`src/rtl/pci_tf_pkg.sv`:
```
package pci_tf_pkg;

  localparam int CMD_W = 4;

  typedef enum logic [1:0] {
    KIND_MEM_RD = 2'b00,
    KIND_MEM_WR = 2'b01,
    KIND_CFG_RD = 2'b10,
    KIND_CFG_WR = 2'b11
  } xact_kind_e;

  typedef struct packed {
    logic       claim;
    xact_kind_e kind;
    logic       wrap;
    logic       is_cfg;
  } decode_t;

  localparam logic [1:0] ORDER_LINEAR = 2'b00;
  localparam logic [1:0] ORDER_WRAP   = 2'b10;

endpackage

```
`src/rtl/pci_tf_cmd_decode.sv`:
```
module pci_tf_cmd_decode
  import pci_tf_pkg::*;
(
  input  logic [CMD_W-1:0] cmd,
  input  logic [1:0]       order,
  output decode_t          dec
);

  logic is_mem;
  logic wrap_ok;

  always_comb begin
    dec     = '0;
    is_mem  = 1'b0;
    wrap_ok = 1'b0;
    case (cmd)
      4'b0110: begin is_mem = 1'b1; dec.kind = KIND_MEM_RD; end
      4'b0111: begin is_mem = 1'b1; dec.kind = KIND_MEM_WR; end
      4'b1100: begin is_mem = 1'b1; dec.kind = KIND_MEM_RD; wrap_ok = 1'b1; end
      4'b1110: begin is_mem = 1'b1; dec.kind = KIND_MEM_RD; end
      4'b1111: begin is_mem = 1'b1; dec.kind = KIND_MEM_WR; wrap_ok = 1'b1; end
      4'b1010: begin dec.claim = 1'b1; dec.is_cfg = 1'b1; dec.kind = KIND_CFG_RD; end
      4'b1011: begin dec.claim = 1'b1; dec.is_cfg = 1'b1; dec.kind = KIND_CFG_WR; end
      default: ;
    endcase
    if (is_mem) begin
      if (order == ORDER_LINEAR || order == ORDER_WRAP) begin
        dec.claim = 1'b1;
        dec.wrap  = wrap_ok && (order == ORDER_WRAP);
      end else begin
        dec.kind = KIND_MEM_RD;
      end
    end
  end

  // an unclaimed decode never carries a kind or wrap
  always_comb begin
    if (!dec.claim)
      assert_unclaimed_clean_R3: assert (dec.kind == KIND_MEM_RD && !dec.wrap && !dec.is_cfg);
  end

endmodule

```
`src/rtl/pci_tf_line_size.sv`:
```
module pci_tf_line_size #(
  parameter int MAX_LINE_LOG2   = 4,
  parameter int MIN_LINE_LOG2   = 2,
  parameter int RESET_LINE_LOG2 = 3,
  parameter int CODE_W          = 2
) (
  input  logic                     clk,
  input  logic                     rst,
  input  logic                     wr_en,
  input  logic [CODE_W-1:0]        code,
  output logic [MAX_LINE_LOG2-1:0] word_mask
);

  localparam int LOG_W = $clog2(MAX_LINE_LOG2 + 1);

  logic [LOG_W-1:0] log2_q;
  logic             code_ok;

  assign code_ok = (int'(code) <= (MAX_LINE_LOG2 - MIN_LINE_LOG2));

  always_ff @(posedge clk) begin
    if (rst)
      log2_q <= LOG_W'(RESET_LINE_LOG2);
    else if (wr_en && code_ok)
      log2_q <= LOG_W'(int'(code) + MIN_LINE_LOG2);
  end

  always_comb begin
    for (int i = 0; i < MAX_LINE_LOG2; i++)
      word_mask[i] = (i < int'(log2_q));
  end

  // an out-of-range code leaves the size untouched
  assert_bad_code_ignored_R9: assert property (@(posedge clk) disable iff (rst)
    (wr_en && !code_ok) |=> $stable(log2_q));

  // size stays inside the supported range
  assert_size_in_range_R9: assert property (@(posedge clk) disable iff (rst)
    (int'(log2_q) >= MIN_LINE_LOG2) && (int'(log2_q) <= MAX_LINE_LOG2));

endmodule

```
`src/rtl/pci_tf_beat_seq.sv`:
```
module pci_tf_beat_seq
  import pci_tf_pkg::*;
#(
  parameter int ADDR_W        = 32,
  parameter int CFG_BITS      = 8,
  parameter int MAX_LINE_LOG2 = 4
) (
  input  logic                     clk,
  input  logic                     rst,
  input  logic                     load,
  input  decode_t                  dec,
  input  logic [ADDR_W-1:0]        addr_in,
  input  logic [MAX_LINE_LOG2-1:0] word_mask,
  input  logic                     adv,
  output logic [ADDR_W-1:0]        cur_addr
);

  localparam int WI_HI = MAX_LINE_LOG2 + 1;

  logic [ADDR_W-1:0]        cur_q, nxt_lin, nxt_wrap, nxt_cfg;
  logic [MAX_LINE_LOG2-1:0] mask_q, widx, widx_inc;
  logic                     active_q, wrap_q, cfg_q;
  logic [CFG_BITS-1:0]      cfg_sum;

  assign widx     = cur_q[WI_HI:2];
  assign widx_inc = widx + 1'b1;
  assign nxt_lin  = cur_q + ADDR_W'(4);
  assign nxt_wrap = {cur_q[ADDR_W-1:WI_HI+1], (widx & ~mask_q) | (widx_inc & mask_q), 2'b00};
  assign cfg_sum  = cur_q[CFG_BITS-1:0] + CFG_BITS'(4);
  assign nxt_cfg  = {{(ADDR_W-CFG_BITS){1'b0}}, cfg_sum};

  always_ff @(posedge clk) begin
    if (rst) begin
      cur_q    <= '0;
      mask_q   <= '0;
      active_q <= 1'b0;
      wrap_q   <= 1'b0;
      cfg_q    <= 1'b0;
    end else if (load) begin
      active_q <= dec.claim;
      wrap_q   <= dec.claim && dec.wrap;
      cfg_q    <= dec.claim && dec.is_cfg;
      mask_q   <= word_mask;
      if (!dec.claim)
        cur_q <= '0;
      else if (dec.is_cfg)
        cur_q <= {{(ADDR_W-CFG_BITS){1'b0}}, addr_in[CFG_BITS-1:2], 2'b00};
      else
        cur_q <= {addr_in[ADDR_W-1:2], 2'b00};
    end else if (adv && active_q) begin
      if (cfg_q)       cur_q <= nxt_cfg;
      else if (wrap_q) cur_q <= nxt_wrap;
      else             cur_q <= nxt_lin;
    end
  end

  assign cur_addr = cur_q;

  // linear beat adds exactly one word
  assert_linear_step_R6: assert property (@(posedge clk) disable iff (rst)
    (adv && !load && active_q && !wrap_q && !cfg_q) |=> cur_q == $past(cur_q) + ADDR_W'(4));

  // wrap beat never touches bits above the largest line
  assert_wrap_upper_fixed_R7: assert property (@(posedge clk) disable iff (rst)
    (adv && !load && wrap_q) |=> $stable(cur_q[ADDR_W-1:WI_HI+1]));

  // configuration addresses stay inside the configuration space
  assert_cfg_space_R8: assert property (@(posedge clk) disable iff (rst)
    cfg_q |-> cur_q[ADDR_W-1:CFG_BITS] == '0);

  // nothing moves while idle
  assert_idle_frozen_R3: assert property (@(posedge clk) disable iff (rst)
    (!active_q && !load) |=> $stable(cur_q));

  // a claimed memory address phase reloads from the bus
  assert_reload_R10: assert property (@(posedge clk) disable iff (rst)
    (load && dec.claim && !dec.is_cfg) |=> cur_q[ADDR_W-1:2] == $past(addr_in[ADDR_W-1:2]));

  // beat addresses are word aligned
  assert_aligned_R6: assert property (@(posedge clk) disable iff (rst)
    cur_q[1:0] == 2'b00);

endmodule

```
`src/rtl/pci_tgt_front.sv`:
```
module pci_tgt_front
  import pci_tf_pkg::*;
#(
  parameter int ADDR_W          = 32,
  parameter int CFG_BITS        = 8,
  parameter int MAX_LINE_LOG2   = 4,
  parameter int MIN_LINE_LOG2   = 2,
  parameter int RESET_LINE_LOG2 = 3,
  parameter int CODE_W          = 2
) (
  input  logic              clk,
  input  logic              rst,
  input  logic              addr_valid,
  input  logic [3:0]        cmd,
  input  logic [ADDR_W-1:0] ad,
  input  logic              beat_adv,
  input  logic              line_wr,
  input  logic [CODE_W-1:0] line_code,
  output logic              claim,
  output logic [1:0]        kind,
  output logic              wrap_en,
  output logic [ADDR_W-1:0] beat_addr
);

  decode_t                  dec;
  logic [MAX_LINE_LOG2-1:0] word_mask;
  logic                     claim_q, wrap_q;
  xact_kind_e               kind_q;

  pci_tf_cmd_decode u_dec (
    .cmd   (cmd),
    .order (ad[1:0]),
    .dec   (dec)
  );

  pci_tf_line_size #(
    .MAX_LINE_LOG2   (MAX_LINE_LOG2),
    .MIN_LINE_LOG2   (MIN_LINE_LOG2),
    .RESET_LINE_LOG2 (RESET_LINE_LOG2),
    .CODE_W          (CODE_W)
  ) u_line (
    .clk       (clk),
    .rst       (rst),
    .wr_en     (line_wr),
    .code      (line_code),
    .word_mask (word_mask)
  );

  pci_tf_beat_seq #(
    .ADDR_W        (ADDR_W),
    .CFG_BITS      (CFG_BITS),
    .MAX_LINE_LOG2 (MAX_LINE_LOG2)
  ) u_seq (
    .clk       (clk),
    .rst       (rst),
    .load      (addr_valid),
    .dec       (dec),
    .addr_in   (ad),
    .word_mask (word_mask),
    .adv       (beat_adv),
    .cur_addr  (beat_addr)
  );

  always_ff @(posedge clk) begin
    if (rst) begin
      claim_q <= 1'b0;
      wrap_q  <= 1'b0;
      kind_q  <= KIND_MEM_RD;
    end else if (addr_valid) begin
      claim_q <= dec.claim;
      wrap_q  <= dec.claim && dec.wrap;
      kind_q  <= dec.claim ? dec.kind : KIND_MEM_RD;
    end
  end

  assign claim   = claim_q;
  assign wrap_en = wrap_q;
  assign kind    = kind_q;

  // unclaimed outputs are quiet
  assert_unclaimed_quiet_R3: assert property (@(posedge clk) disable iff (rst)
    !claim |-> (!wrap_en && kind == 2'b00 && beat_addr == '0));

  // dual address cycle is never claimed
  assert_no_dual_addr_R3: assert property (@(posedge clk) disable iff (rst)
    (addr_valid && cmd == 4'b1101) |=> !claim);

  // reserved memory orders are never claimed
  assert_reserved_order_R4: assert property (@(posedge clk) disable iff (rst)
    (addr_valid && cmd != 4'b1010 && cmd != 4'b1011 && ad[0]) |=> !claim);

  // wrap only on memory kinds
  assert_wrap_mem_only_R5: assert property (@(posedge clk) disable iff (rst)
    wrap_en |-> (claim && !kind[1]));

  // configuration commands are always claimed
  assert_cfg_claimed_R8: assert property (@(posedge clk) disable iff (rst)
    (addr_valid && (cmd == 4'b1010 || cmd == 4'b1011)) |=> (claim && kind[1]));

endmodule

```
`config.mk`:
```
export PLATFORM = sky130hd
export DESIGN_NAME = pci_tgt_front
export DESIGN_NICKNAME = d
export VERILOG_FILES = /design/src/rtl/pci_tf_pkg.sv /design/src/rtl/pci_tf_cmd_decode.sv /design/src/rtl/pci_tf_line_size.sv /design/src/rtl/pci_tf_beat_seq.sv /design/src/rtl/pci_tgt_front.sv
export SDC_FILE = /design/constraint.sdc
export NUM_CORES = 1
export LEC_CHECK = 0
export BUFFER_PORTS_ARGS = -buffer_cell sky130_fd_sc_hd__buf_2
export CAP_MARGIN = 20
export CORE_UTILIZATION = 40
export CTS_BUF_LIST = sky130_fd_sc_hd__clkbuf_8
export DETAILED_ROUTE_END_ITERATION = 10
export PLACE_DENSITY = 0.65
export REMOVE_ABC_BUFFERS = 1
export SLEW_MARGIN = 20
export SYNTH_ARGS = -nofsm -noshare
export SYNTH_HDL_FRONTEND = slang
export SYNTH_SLANG_ARGS = --single-unit
```
`constraint.sdc`:
```
create_clock -name clk -period 4.35 [get_ports clk]
set_input_delay 0.6525 -clock clk [delete_from_list [all_inputs] [get_ports clk]]
set_output_delay 0.6525 -clock clk [all_outputs]
set_load 0.02 [all_outputs]
```
==> impl_metrics.py <==
metrics = {
    "clock_network": {
        "cts-root-buf": "clkbuf_8",
        "tritoncts": "yes",
        "cts_sinks": 42,
        "cts_buffers": 5,
        "cts_hold_buf": 0,
        "cts.htree.levels": 2,
        "clk_latency_ps": 300,
        "clk_pin_slew_ps": 90,
        "clockBufferDepth": 2,
        "postCtsSetupBuffers": 0,
        "post_cts_resized": 0,
    },
    "yosys": {
        "synth_area_leaders": "dfxtp_1, nor2_1, a21oi_1",
        "synth_xor_area_share_pct": 1.73,
        "synth.avg_cell_area_um2": 7.73,
        "synth_simple_gate_area_share_pct": 29.1,
        "yosys.cell_count.top_type": "dfxtp_1",
        "synth_cell_type_count": 58,
        "synth-edff-count": 0,
        "ys_seq_area_share_pct": 33.3,
        "synth_commonest_cells": "dfxtp_1, nor2_1, a21oi_1",
        "synthMuxAreaShare_pct": 0.396,
        "synth_compound_area_share_pct": 29.5,
        "synth_area_um2": 2530,
        "yosys_warnings": 0,
        "synth-adder-area-share_pct": 0.495,
        "syn_inst": 327,
        "synthArstFlopShare_pct": 0,
        "yosys.area.top_type": "dfxtp_1",
        "synth_top_cell_area_share_pct": 33.3,
        "synthFlopType": "dfxtp_1",
        "ys_ff_latch": 42,
        "synth_top_family_by_area": "compound AO/OA/AOI/OAI gates",
    },
    "worst_setup_path": {
        "critPathKind": "register to register",
        "required_ps": 4560,
        "endpoint_kind": "register",
        "crit_fanout": 7,
        "start_kind": "register",
        "crit_arrival_ps": 2430,
    },
    "global_route": {
        "grt_pass1_vias": 2323,
        "grt_max_degree": 50,
        "met1_usage_pct": 28.9,
        "grt.met2_usage_pct": 34.6,
        "grt_first_pass_wirelength_mm": 11.2,
        "busiest_layer": "met2",
        "met3_usage_pct": 4.22,
        "grt_overflow": 0,
        "antenna_found_initial": 0,
        "grt_usage_pct": 21.6,
    },
    "floorplan": {
        "die_w_um": 81.5,
        "rows": 28,
        "die_h_um": 81.5,
        "core_area_um2": 6030,
        "ioPinCount": 79,
        "initial_core_util_pct": 42.0,
        "die_area_um2": 6640,
    },
    "place": {
        "dp_hpwl_mm": 4.88,
        "io_buffers": 76,
        "preCtsSetupSlack_ps": 1980,
        "globalplace.congestion": 0.795,
    },
    "drt": {
        "drt_wl_total_mm": 7.09,
        "drc": 0,
        "vias": 2745,
        "avgRoutedWirePerCell_um": 15.3,
        "via_per_inst": 5.92,
        "drt_iter0_markers": 162,
        "postRouteAntennaNets": 0,
        "first_pass_iters": 5,
    },
    "sta": {
        "slew_violations": 0,
        "rsz0062_at_grt": "false",
        "min_period_ps": 2220,
        "setup_tns_ps": 0,
        "relSlewSlack_pct": 39.6,
        "setup-violations-final": 0,
        "tightest_slew_ps": 906,
        "final_hold_viol_count": 0,
        "fin_ws_ps": 2130,
        "fin_skew_ps": 5.89,
        "fin_hold_ws_ps": 467,
        "max_freq_mhz": 451,
        "finalCritPeriodShare_pct": 51.0,
    },
    "final_layout": {
        "final_core_util_pct": 50.1,
        "diodes": 0,
        "fillers": 621,
        "syn_to_final_growth_pct": 19.4,
        "finalNetCount": 432,
        "drive_gt1_share_pct": 24.4,
    },
    "worst_hold_path": {
        "hold_class": "register to register",
    },
    "pwr": {
        "p_sw_mw": 0.233,
        "power_density_nw_per_um2": 281,
        "ir_drop_v": 0.000135,
        "power_frac_comb_pct": 14.3,
        "cellLeakagePower_nw": 1.20,
        "pwr-share-clk_pct": 36.8,
        "seqPwrFrac_pct": 48.9,
        "p_int_mw": 0.615,
        "sw_frac_of_total_pct": 27.5,
    },
    "status": {
        "outcome": "finished, final reports clean",
    },
    "run": {
        "maxCapViolCount": 0,
    },
}
-- per-stage QoR --
stage | area, um^2 | std cells | power, mW
floorplan | 2410 | 302 | 0.487
global placement | 2910 | 456 | 0.543
detailed placement | 2910 | 456 | 0.546
CTS | 3020 | 464 | 0.854
global route | 3020 | 464 | 0.889
finish | 3020 | 464 | 0.848
-- kinds of logic after synthesis --
| family | after synthesis |
|---|---|
| AND/OR/NAND/NOR | 136 |
| AO/OA/AOI/OAI | 111 |
| flip-flops | 42 |
| buffers and inverters | 30 |
| XOR/XNOR | 5 |
| adder cells (fa/ha/maj) | 1 |
| other | 1 |
| multiplexers | 1 |
-- placed cells by master, fill, tap and decap left out, types with 4 or more instances in the layout --
| master | count |
|---|---|
| inv_1 | 5 |
| nand3_1 | 15 |
| and2_1 | 5 |
| nor2_1 | 37 |
| a32oi_1 | 4 |
| a21oi_1 | 27 |
| clkbuf_8 | 5 |
| o21a_1 | 5 |
| o21ai_0 | 18 |
| nand2b_1 | 8 |
| and4_1 | 5 |
| a31oi_1 | 9 |
| buf_2 | 76 |
| dfxtp_1 | 42 |
| nor3_1 | 11 |
| xnor2_1 | 4 |
| nand4_1 | 9 |
| a22oi_1 | 12 |
| nand2_1 | 19 |
| a211oi_1 | 11 |
| and3_1 | 4 |
-- registers in the layout, summed over array words and instances (netlist names) --
| name | cells |
|---|---|
| u_seq.cfg_q | 1 |
| u_seq.wrap_q | 1 |
| u_seq.cur_addr | 30 |
| u_line.log2_q | 3 |
| u_seq.mask_q | 4 |
| u_seq.active_q | 1 |
| kind | 2 |
-- power by group through the flow --
stage | sequential [mW] | combinational, mW | clock [mW]
global placement | 0.424 | 0.120 | 0
finish | 0.415 | 0.121 | 0.312
global route | 0.418 | 0.134 | 0.337
floorplan | 0.431 | 0.0559 | 0
CTS | 0.415 | 0.122 | 0.317
detailed placement | 0.424 | 0.122 | 0
-- worst paths after layout --
kind | from | endpoint | slack [ps] | cells after the start
worst min-delay path | kind[0] | kind[0] | 470 | 2
worst max register to register | u_seq.cur_addr[2] | u_seq.cur_addr[30] | 2130 | 6
worst min register to register | kind[0] | kind[0] | 470 | 2
worst max-delay path | u_seq.cur_addr[2] | u_seq.cur_addr[30] | 2130 | 6
-- layout make-up --
| type | instances | area [um^2] | area share, % |
|---|---|---|---|
| tap | 75 | 93.8 | 3.11 |
| multi-input combinational | 256 | 1560 | 51.6 |
| inverter | 4 | 15.0 | 0.497 |
| sequential | 42 | 841 | 27.8 |
| timing repair buffer | 79 | 403 | 13.3 |
| clock inverter | 3 | 41.3 | 1.37 |
| clock buffer | 5 | 68.8 | 2.28 |
-- layer usage --
layer	vias to the layer above	wire [um]	share of wire, %
met2	99	3330	47
met5	-	0	0
met3	8	470	6.6
met4	0	83	1.2
li1	1357	-	-
met1	1281	3210	45
-- worst max-delay path, cell delays in order (launching register included) --
cell and delay (ps):
dfxtp_1 470, ha_1 310, and3_2 260, nand2_4 70, or4_4 510, or3_1 310
a31oi_1 200
Power figures use the tool's default switching activity.
